[src/rtl/instr_format_decoder.sv]
module instr_format_decoder (
  input  logic        clk,
  input  logic        rst_n,
  input  logic        ins_stb,
  input  logic [47:0] ins_bytes,
  input  logic [15:0] ix1,
  input  logic [15:0] ix2,
  output logic        dec_vld,
  output logic [1:0]  dec_cls,
  output logic [3:0]  dec_op,
  output logic [7:0]  dec_q,
  output logic [2:0]  dec_len,
  output logic [15:0] dec_ea1,
  output logic [15:0] dec_ea2
);
  localparam logic [1:0] CLS_CMD = 2'b00;
  localparam logic [1:0] CLS_ONE = 2'b01;
  localparam logic [1:0] CLS_TWO = 2'b10;
  localparam logic [1:0] M_DIR   = 2'b00;

  wire [3:0] hi = ins_bytes[7:4];

  logic [1:0]  cls, m1, m2;
  logic [2:0]  len, w1;
  logic [15:0] ea1, ea2;

  function automatic logic [15:0] form_ea(input logic [1:0] mode, input logic [7:0] b0,
                                          input logic [7:0] b1, input logic [15:0] r1,
                                          input logic [15:0] r2);
    case (mode)
      2'b00:   form_ea = {b0, b1};
      2'b01:   form_ea = r1 + {8'h00, b0};
      2'b10:   form_ea = r2 + {8'h00, b0};
      default: form_ea = 16'h0000;
    endcase
  endfunction

  always_comb begin
    m1 = M_DIR;
    m2 = M_DIR;
    if (hi == 4'hF) begin
      cls = CLS_CMD;
    end else if (hi[3:2] == 2'b11) begin
      cls = CLS_ONE;
      m1  = hi[1:0];
    end else if (hi[1:0] == 2'b11) begin
      cls = CLS_ONE;
      m1  = hi[3:2];
    end else begin
      cls = CLS_TWO;
      m1  = hi[3:2];
      m2  = hi[1:0];
    end
  end

  assign w1 = (m1 == M_DIR) ? 3'd2 : 3'd1;

  always_comb begin
    ea1 = 16'h0000;
    ea2 = 16'h0000;
    len = 3'd3;
    case (cls)
      CLS_ONE: begin
        ea1 = form_ea(m1, ins_bytes[23:16], ins_bytes[31:24], ix1, ix2);
        len = 3'd2 + w1;
      end
      CLS_TWO: begin
        ea1 = form_ea(m1, ins_bytes[23:16], ins_bytes[31:24], ix1, ix2);
        if (m1 == M_DIR)
          ea2 = form_ea(m2, ins_bytes[39:32], ins_bytes[47:40], ix1, ix2);
        else
          ea2 = form_ea(m2, ins_bytes[31:24], ins_bytes[39:32], ix1, ix2);
        len = 3'd2 + w1 + ((m2 == M_DIR) ? 3'd2 : 3'd1);
      end
      default: ;
    endcase
  end

  always_ff @(posedge clk) begin
    if (!rst_n) begin
      dec_vld <= 1'b0;
      dec_cls <= CLS_CMD;
      dec_op  <= '0;
      dec_q   <= '0;
      dec_len <= '0;
      dec_ea1 <= '0;
      dec_ea2 <= '0;
    end else begin
      dec_vld <= ins_stb;
      if (ins_stb) begin
        dec_cls <= cls;
        dec_op  <= ins_bytes[3:0];
        dec_q   <= ins_bytes[15:8];
        dec_len <= len;
        dec_ea1 <= ea1;
        dec_ea2 <= ea2;
      end
    end
  end
endmodule


[config.mk]
export PLATFORM = sky130hd
export DESIGN_NAME = instr_format_decoder
export DESIGN_NICKNAME = d
export VERILOG_FILES = /design/src/rtl/instr_format_decoder.sv
export SDC_FILE = /design/constraint.sdc
export NUM_CORES = 1
export LEC_CHECK = 0
export ABC_CLOCK_PERIOD_IN_PS = 7300
export BUFFER_PORTS_ARGS = -buffer_cell sky130_fd_sc_hd__buf_2
export CAP_MARGIN = 20
export CORE_ASPECT_RATIO = 0.9
export CORE_MARGIN = 5
export CORE_UTILIZATION = 55
export CTS_BUF_LIST = sky130_fd_sc_hd__clkbuf_16
export CTS_CLUSTER_SIZE = 8
export DETAILED_ROUTE_END_ITERATION = 10
export PLACE_DENSITY = 0.87
export RECOVER_POWER = 100
export SLEW_MARGIN = 5
export SYNTH_ARGS = -nofsm -noshare
export SYNTH_HDL_FRONTEND = slang
export SYNTH_SLANG_ARGS = --single-unit
export TNS_END_PERCENT = 30
[constraint.sdc]
create_clock -name clk -period 7.3 [get_ports clk]
set_input_delay 1.095 -clock clk [delete_from_list [all_inputs] [get_ports clk]]
set_output_delay 1.095 -clock clk [all_outputs]
set_load 0.05 [all_outputs]
==> flow_metrics.py, run 1 <==
metrics = {
    "route": {
        "firstDrtPassIters": 6,
        "drt-wirelength-per-cell_um": 19.6,
        "wl_um": 15500,
        "drtIter0Drc": 473,
        "via_per_inst": 6.37,
        "vias": 5030,
        "route.detailed.drc": 0,
        "antenna_left": 0,
    },
    "critical_path": {
        "path_class": "in -> reg",
        "cp_cell_sequence": "clkbuf_1, nand2_1, inv_1, ha_1, nor2_1, nand3b_1, inv_1, ha_1, clkbuf_1, mux2_1, ha_1, nand3_2, o2111ai_1, a21oi_2, a2111o_1, a41oi_1, nor3_1",
        "r2r_cells": 5,
        "cpPeakStageDelay_ns": 0.88,
        "slowest_stage": "clkbuf_1",
        "r2r_end": "dec_ea2[8]",
        "arrival_ns": 5.44,
        "crit_start": "ins_bytes[4]",
        "reg2reg_slack_ns": 6.26,
        "cp-end-kind": "flip-flop",
        "cp_max_fo": 24,
        "startpoint_type": "input port",
        "r2r_start": "dec_ea2[8]",
        "crit_required_ns": 7.42,
        "crit_path_frequent_cell": "ha_1",
    },
    "floorplan": {
        "initial_utilization": 0.569,
        "core-area_sq_um": 8110,
        "fp.dieH_um": 96.9,
        "die-area_sq_um": 10300,
        "die_x_um": 107,
        "ios": 133,
        "rows": 31,
    },
    "logic_synthesis": {
        "ys_async_sr_fraction": 0,
        "synth_fa_ha_area_frac": 0.113,
        "syn_inst": 573,
        "synth-simple-area-share": 0.190,
        "ys_seq_area_frac": 0.217,
        "yosys_warnings": 0,
        "syn-num-nets": 696,
        "synthMuxAreaShare": 0.119,
        "synth_area_per_cell_sq_um": 8.05,
        "synth_xor_area_frac": 0.0475,
        "synth_compound_area_frac": 0.263,
        "ys_types": 76,
        "synth_ff_type": "dfxtp_1",
        "ys_seq_elements": 50,
        "syn-cell-area_sq_um": 4610,
        "synth_top_family_by_area": "compound AO/OA/AOI/OAI gates",
        "synth-edff-count": 0,
    },
    "cts": {
        "cts_buffer_depth": 2,
        "clk_pin_slew_ns": 0.08,
        "cts_tree": "yes",
        "h-tree-depth": 2,
        "cts_buffers": 5,
        "root_buffer": "clkbuf_16",
        "clock_sinks": 50,
        "clk-insertion-delay-late_ns": 0.30,
        "hold_buffers": 0,
        "post_cts_buffers": 0,
        "ctsResizeCount": 0,
    },
    "run_status": {
        "status": "complete, but fails checks",
        "violations": "max-capacitance violations, max-slew violations",
    },
    "hold_path": {
        "min_to": "dec_ea2[4]",
        "hp-class": "reg -> reg",
        "hold_start": "dec_ea2[4]",
        "whs_path_depth": 2,
    },
    "sta": {
        "maxSlewViolCount": 32,
        "setup_violations": 0,
        "period_needed_ns": 5.32,
        "hold_viol_final": 0,
        "finalSetupTns_ns": 0,
        "post-route-period-util": 0.729,
        "rsz0062_at_grt": "false",
        "finClkSkew_ns": 0,
        "worst_slew_pin_slew_ns": 1.53,
        "fin_ws_ns": 1.98,
        "max_freq_ghz": 0.188,
        "maxSlewHeadroom": -0.0172,
    },
    "power_and_ir_drop": {
        "p_per_area_nw_per_um2": 183,
        "max-vdd-ir-drop_mv": 0.132,
        "power_leakage_nw": 2.29,
    },
    "placement": {
        "place.gp.congestion": 1.01,
        "portBuffers": 132,
        "place_hpwl_um": 12000,
        "detailedPlace.worstSlack_ns": 2.67,
    },
    "finish": {
        "n_antenna_cell": 0,
        "syn2layout_area_growth_pct": 16.1,
        "n_fill_cell": 738,
        "drive_above_1_share": 0.172,
        "fin_nets": 813,
    },
    "job": {
        "drv_cap": 1,
    },
    "global_routing": {
        "grt_pass1_wl_um": 24600,
        "antenna_found_initial": 0,
        "grtUsageTotal": 0.292,
        "grt_pass1_vias": 4899,
        "grt_max_degree": 33,
        "globalRouteOverflowTotal": 0,
    },
}
==> stage by stage <==
stage,utilization,cell area (sq um),total power (W),hold slack [ns],cells
after CTS,0.674,5460,0.000979,0.468,790
after global placement,0.655,5310,0.000725,0.441,782
after detailed placement,0.655,5310,0.000737,0.452,782
after global routing,0.660,5350,0.00103,0.501,790
final,0.660,5350,0.000977,0.474,790
after floorplan,-,4610,0.000622,0.675,573
==> synth_stat cells (all sizes together) (10+ instances only) <==
master | count | area share
inv | 29 | 0.024
nand3 | 19 | 0.022
ha | 37 | 0.10
mux2i | 31 | 0.067
xnor2 | 17 | 0.032
nand2 | 59 | 0.049
a221oi | 10 | 0.022
mux2 | 21 | 0.051
dfxtp | 50 | 0.22
nand3b | 11 | 0.018
nor2 | 41 | 0.034
o21ai | 33 | 0.036
a21oi | 44 | 0.049
clkbuf | 18 | 0.015
==> layer usage <==
layer / GRT usage / routed length, um / vias up
li1: - / - / 2355
met1: 0.381 / 6380 / 2362
met2: 0.481 / 7130 / 278
met3: 0.0539 / 1600 / 35
met4: 0.100 / 404 / 0
met5: 0 / 0 / -
==> layout make-up <==
class / instances / area (sq um) / share of cell area
clock buffer: 5 / 125 / 0.0234
clock inverter: 3 / 23.8 / 0.00444
inverter: 29 / 109 / 0.0203
multi-input combinational: 467 / 3350 / 0.626
sequential: 50 / 1000 / 0.187
tap: 99 / 124 / 0.0231
timing repair buffer: 137 / 618 / 0.116
==> power by group <==
group          switching [W]  internal, W  total (W)
clock               0.000117     0.000129   0.000246
sequential         0.0000112     0.000293   0.000304
combinational       0.000283     0.000144   0.000427
total               0.000411     0.000566   0.000977
==> cells by family after synthesis <==
| kind of cell | Yosys count |
|---|---|
| XOR/XNOR | 25 |
| AND/OR/NAND/NOR | 178 |
| buffers and inverters | 56 |
| AO/OA/AOI/OAI | 172 |
| multiplexers | 52 |
| adder cells (fa/ha/maj) | 40 |
| flip-flops | 50 |
==> layout by cell type, fill, tap and decap left out, types with 4 or more instances in the layout <==
cell	netlist	layout
a221oi_1	8	8
or3_1	5	5
mux2_1	0	4
nor2b_1	5	5
clkbuf_16	0	5
nor3_1	5	5
o22ai_1	4	4
a22oi_1	6	6
nand3b_1	11	11
a31oi_1	7	7
and2_1	5	4
xnor2_1	17	17
mux2_2	21	17
a21oi_1	42	43
a21o_1	6	6
o21ai_0	29	32
nand2b_1	8	8
nor2_1	40	40
ha_1	37	37
inv_1	27	27
a22o_1	5	5
nand3_1	18	18
mux2i_1	31	31
dfxtp_1	50	50
nand2_1	57	57
xor2_1	8	8
buf_2	3	80
nand4_1	6	6
o211ai_1	6	6
and3_1	4	4
clkbuf_1	17	56
o2bb2ai_1	4	4
o21bai_1	6	6
==> registers in the layout, summed over array words and instances, names as in the netlist <==
register and flops:
dec_len 3, dec_q 8, dec_ea1 16, dec_op 4, dec_ea2 16, dec_vld 1, dec_cls 2
==> worst max-delay path by stage <==
stage             endpoint  cells past startpoint
2_1_floorplan   dec_ea1[8]                     18
3_3_place_gp   dec_ea2[11]                     17
3_5_place_dp   dec_ea2[10]                     19
4_1_cts        dec_ea2[10]                     19
5_1_grt        dec_ea2[10]                     18
6_report       dec_ea2[11]                     17
==> worst max-delay path: cells and delay by family <==
| family | cells | cell delay [ns] |
|---|---|---|
| AOI/OAI and AO/OA | 4 | 1.36 |
| adders and majority gates | 3 | 0.81 |
| buffers and inverters | 4 | 1.15 |
| muxes | 1 | 0.44 |
| and+or+nand+nor | 5 | 0.56 |
Power figures use the tool's default switching activity.
==> run 2: changes to the inputs <==
--- a/config.mk
+++ b/config.mk
@@ -5,16 +5,17 @@
 export SDC_FILE = /design/constraint.sdc
 export NUM_CORES = 1
 export LEC_CHECK = 0
-export ABC_CLOCK_PERIOD_IN_PS = 7300
+export ABC_AREA = 1
+export ABC_CLOCK_PERIOD_IN_PS = 4560
 export BUFFER_PORTS_ARGS = -buffer_cell sky130_fd_sc_hd__buf_2
 export CAP_MARGIN = 20
 export CORE_ASPECT_RATIO = 0.9
 export CORE_MARGIN = 5
-export CORE_UTILIZATION = 55
+export CORE_UTILIZATION = 49
 export CTS_BUF_LIST = sky130_fd_sc_hd__clkbuf_16
 export CTS_CLUSTER_SIZE = 8
 export DETAILED_ROUTE_END_ITERATION = 10
-export PLACE_DENSITY = 0.87
+export PLACE_DENSITY = 0.82
 export RECOVER_POWER = 100
 export SLEW_MARGIN = 5
 export SYNTH_ARGS = -nofsm -noshare
==> constraint.sdc (replaced) <==
create_clock -name clk -period 4.56 [get_ports clk]
set_input_delay 0.684 -clock clk [delete_from_list [all_inputs] [get_ports clk]]
set_output_delay 0.684 -clock clk [all_outputs]
set_load 0.05 [all_outputs]
==> run 2 against run 1 <==
Against the previous run:
- the flow still finishes with violations (max-capacitance violations, max-slew violations)
- first-iteration DRC count shrank 8.0%
- total power up 64%
- flip-flop and latch count stayed put
- setup slack got worse by 1.7 ns
- combinational power increased by 60%
- final cell count increased by 32%
- via count rose by 10%
- critical path type unchanged
- critical endpoint is now dec_ea2[10]
- largest power group unchanged
==> flow_metrics.py, run 2 <==
metrics = {
    "logic_synthesis": {
        "synth_area_leaders": "dfxtp_1 (21%), nand2_1 (20%), ha_1 (9.8%), a21oi_1 (9.2%), nand3_1 (8.4%)",
        "synth_area_per_cell_sq_um": 5.88,
        "synth_ff_type": "dfxtp_1",
        "yosys_warnings": 0,
        "ys_types": 39,
        "ys_seq_area_frac": 0.212,
        "syn_inst": 802,
        "syn-cell-area_sq_um": 4710,
        "synth_top_area_frac": 0.212,
        "yosysMostFrequentCell": "nand2_1",
        "synth-edff-count": 0,
        "synth_top_area_cell": "dfxtp_1",
        "ys_async_sr_fraction": 0,
        "synthTopCellsByCount": "nand2_1 (248), a21oi_1 (87), inv_1 (84)",
        "syn-num-nets": 925,
        "ys_seq_elements": 50,
    },
    "floorplan": {
        "fp.dieH_um": 103,
        "core-area_sq_um": 9530,
        "initial_utilization": 0.494,
        "die-area_sq_um": 11700,
        "rows": 34,
        "ios": 133,
        "die_x_um": 113,
    },
    "route": {
        "antenna_left": 0,
        "via_per_inst": 5.30,
        "route.detailed.drc": 0,
        "met1_length_um": 6710,
        "drtIter0Drc": 435,
        "wl_met3_um": 1210,
        "wl_met2_um": 6670,
        "drt-wirelength-per-cell_um": 14.2,
        "wl_um": 14900,
        "vias": 5549,
        "firstDrtPassIters": 5,
        "top_layer": "met4",
    },
    "finish": {
        "stdcell_area_sq_um": 5550,
        "n_fill_cell": 1020,
        "largestRegisters": "dec_ea1 x16, dec_ea2 x16, dec_q x8",
        "syn2layout_area_growth_pct": 17.8,
        "drive_above_1_share": 0.133,
        "final_cells": 1046,
        "n_antenna_cell": 0,
        "fin_nets": 1042,
        "mostFrequentLayoutCell": "nand2_1",
        "final_cell_mix": "nand2_1 (248), a21oi_1 (87), inv_1 (84)",
    },
    "cts": {
        "root_buffer": "clkbuf_16",
        "clk-insertion-delay-late_ns": 0.29,
        "ctsResizeCount": 0,
        "cts_tree": "yes",
        "clock_sinks": 50,
        "post_cts_buffers": 0,
        "clk_pin_slew_ns": 0.07,
        "hold_buffers": 0,
        "h-tree-depth": 2,
        "cts_buffer_depth": 2,
        "cts_buffers": 5,
    },
    "global_routing": {
        "grt_max_degree": 49,
        "antenna_found_initial": 0,
        "globalRouteOverflowTotal": 0,
        "grt_pass1_vias": 4753,
        "grt_pass1_wl_um": 23300,
        "grtUsageTotal": 0.246,
    },
    "power_and_ir_drop": {
        "switching_share": 0.417,
        "clockPowerShare": 0.269,
        "max-vdd-ir-drop_mv": 0.254,
        "pwr-share-comb": 0.427,
        "p_per_area_nw_per_um2": 288,
        "power_leakage_nw": 2.73,
        "intPower_w": 0.000933,
        "power_frac_seq": 0.303,
        "power.switching_w": 0.000666,
    },
    "placement": {
        "place_hpwl_um": 11700,
        "place_area_sq_um": 5450,
        "portBuffers": 132,
        "placed_cells": 1038,
        "place.gp.congestion": 0.900,
    },
    "critical_path": {
        "crit_required_ns": 4.76,
        "crit_buf_inv": 5,
        "arrival_ns": 4.50,
        "cp-end-kind": "flip-flop",
        "cpPeakStageDelay_ns": 0.48,
        "r2r_cells": 2,
        "cp_cell_sequence": "clkbuf_1, nand2_1, inv_1, ha_1, nor4_1, inv_1, ha_1, o21ai_0, ha_1, inv_1, fa_1, inv_1, nand3_1, nand2_1, nand2_1, nand3_1, a21oi_1, o21ai_0, nand3_1, a21oi_1",
        "slowest_stage": "o21ai_0",
        "path_class": "in -> reg",
        "r2r_end": "dec_ea2[11]",
        "crit_path_frequent_cell": "inv_1",
        "startpoint_type": "input port",
        "cp_max_fo": 15,
        "r2r_start": "dec_ea2[11]",
        "crit_family": "adder cells",
        "reg2reg_slack_ns": 3.79,
    },
    "sta": {
        "rsz0062_at_grt": "false",
        "finClkSkew_ns": 0,
        "hold_viol_final": 0,
        "max_freq_ghz": 0.232,
        "period_needed_ns": 4.31,
        "worst_slew_pin_slew_ns": 2.13,
        "finalSetupTns_ns": 0,
        "maxSlewViolCount": 49,
        "maxSlewHeadroom": -0.421,
        "post-route-period-util": 0.945,
        "setup_violations": 0,
    },
    "hold_path": {
        "min_to": "dec_ea1[14]",
        "whs_path_depth": 2,
        "hold_start": "dec_ea1[14]",
        "hp-class": "reg -> reg",
    },
    "job": {
        "drv_cap": 1,
    },
    "run_status": {
        "violations": "max-capacitance violations, max-slew violations",
        "status": "complete, but fails checks",
    },
}
run 2: changes by cell type after synthesis, moves of 10 or more:
cell,delta
nand3_1,+61
inv_1,+57
nor2_1,+25
xnor2_1,-15
nand3b_1,-10
mux2_2,-21
nand2_1,+191
mux2i_1,-31
o21ai_0,+28
a21oi_1,+45
run 2: area by class of cell:
cell class | instances | area, sq um | share of cell area
Inverter | 87 | 332 | 0.0597
Multi-Input combinational cell | 634 | 3240 | 0.583
Timing Repair Buffer | 141 | 656 | 0.118
Sequential cell | 50 | 1000 | 0.180
Clock buffer | 5 | 125 | 0.0225
Clock inverter | 3 | 43.8 | 0.00789
Tap cell | 126 | 158 | 0.0284
run 2: worst register-to-register path: cells and delay by family, from the launching register on:
| kind | cells | cell delay [ns] |
|---|---|---|
| flops | 1 | 0.39 |
| simple gates | 1 | 0.07 |
| compound gates | 1 | 0.21 |
run 2: power by group through the flow:
stage / clock, W / combinational (W) / sequential, W
2_1_floorplan: 0 / 0.000387 / 0.000604
3_5_place_dp: 0 / 0.000680 / 0.000494
5_1_grt: 0.000460 / 0.000756 / 0.000488
3_3_place_gp: 0 / 0.000676 / 0.000493
6_report: 0.000431 / 0.000683 / 0.000485
4_1_cts: 0.000437 / 0.000684 / 0.000484
run 2: kinds of logic (layout without fill, tap and decap cells):
family	count (synthesis)	in the layout	share of synthesized area
AOI/OAI and AO/OA	167	167	0.190
xor gates and xnor gates	3	3	0.00558
adders and majority gates	40	40	0.111
buffers and inverters	118	236	0.101
DFF	50	50	0.212
and+or+nand+nor	424	424	0.381
run 2: worst max-delay path by stage:
stage	startpoint	end	slack, ns	cells after the start
2_1_floorplan	ins_bytes[7]	dec_ea2[10]	0.55	22
3_3_place_gp	ins_bytes[4]	dec_ea2[10]	0.19	20
3_5_place_dp	ins_bytes[4]	dec_ea2[12]	0.02	20
4_1_cts	ins_bytes[4]	dec_ea2[12]	0.33	20
5_1_grt	ins_bytes[4]	dec_ea2[12]	0.03	20
6_report	ins_bytes[4]	dec_ea2[10]	0.25	20
run 2: metrics by stage:
stage          total power [W]  utilization  hold WS (ns)  setup slack [ns]
2_1_floorplan         0.000991            -         0.686             0.554
3_3_place_gp           0.00117        0.572         0.449             0.192
3_5_place_dp           0.00117        0.572         0.453            0.0158
4_1_cts                0.00161        0.590         0.464             0.330
5_1_grt                0.00170        0.582         0.486            0.0302
6_report               0.00160        0.582         0.467             0.253
run 2: metal layers:
| layer | GRT usage | vias to the layer above |
|---|---|---|
| li1 | - | 2848 |
| met1 | 0.345 | 2433 |
| met2 | 0.394 | 243 |
| met3 | 0.0399 | 25 |
| met4 | 0.0647 | 0 |
| met5 | 0 | - |
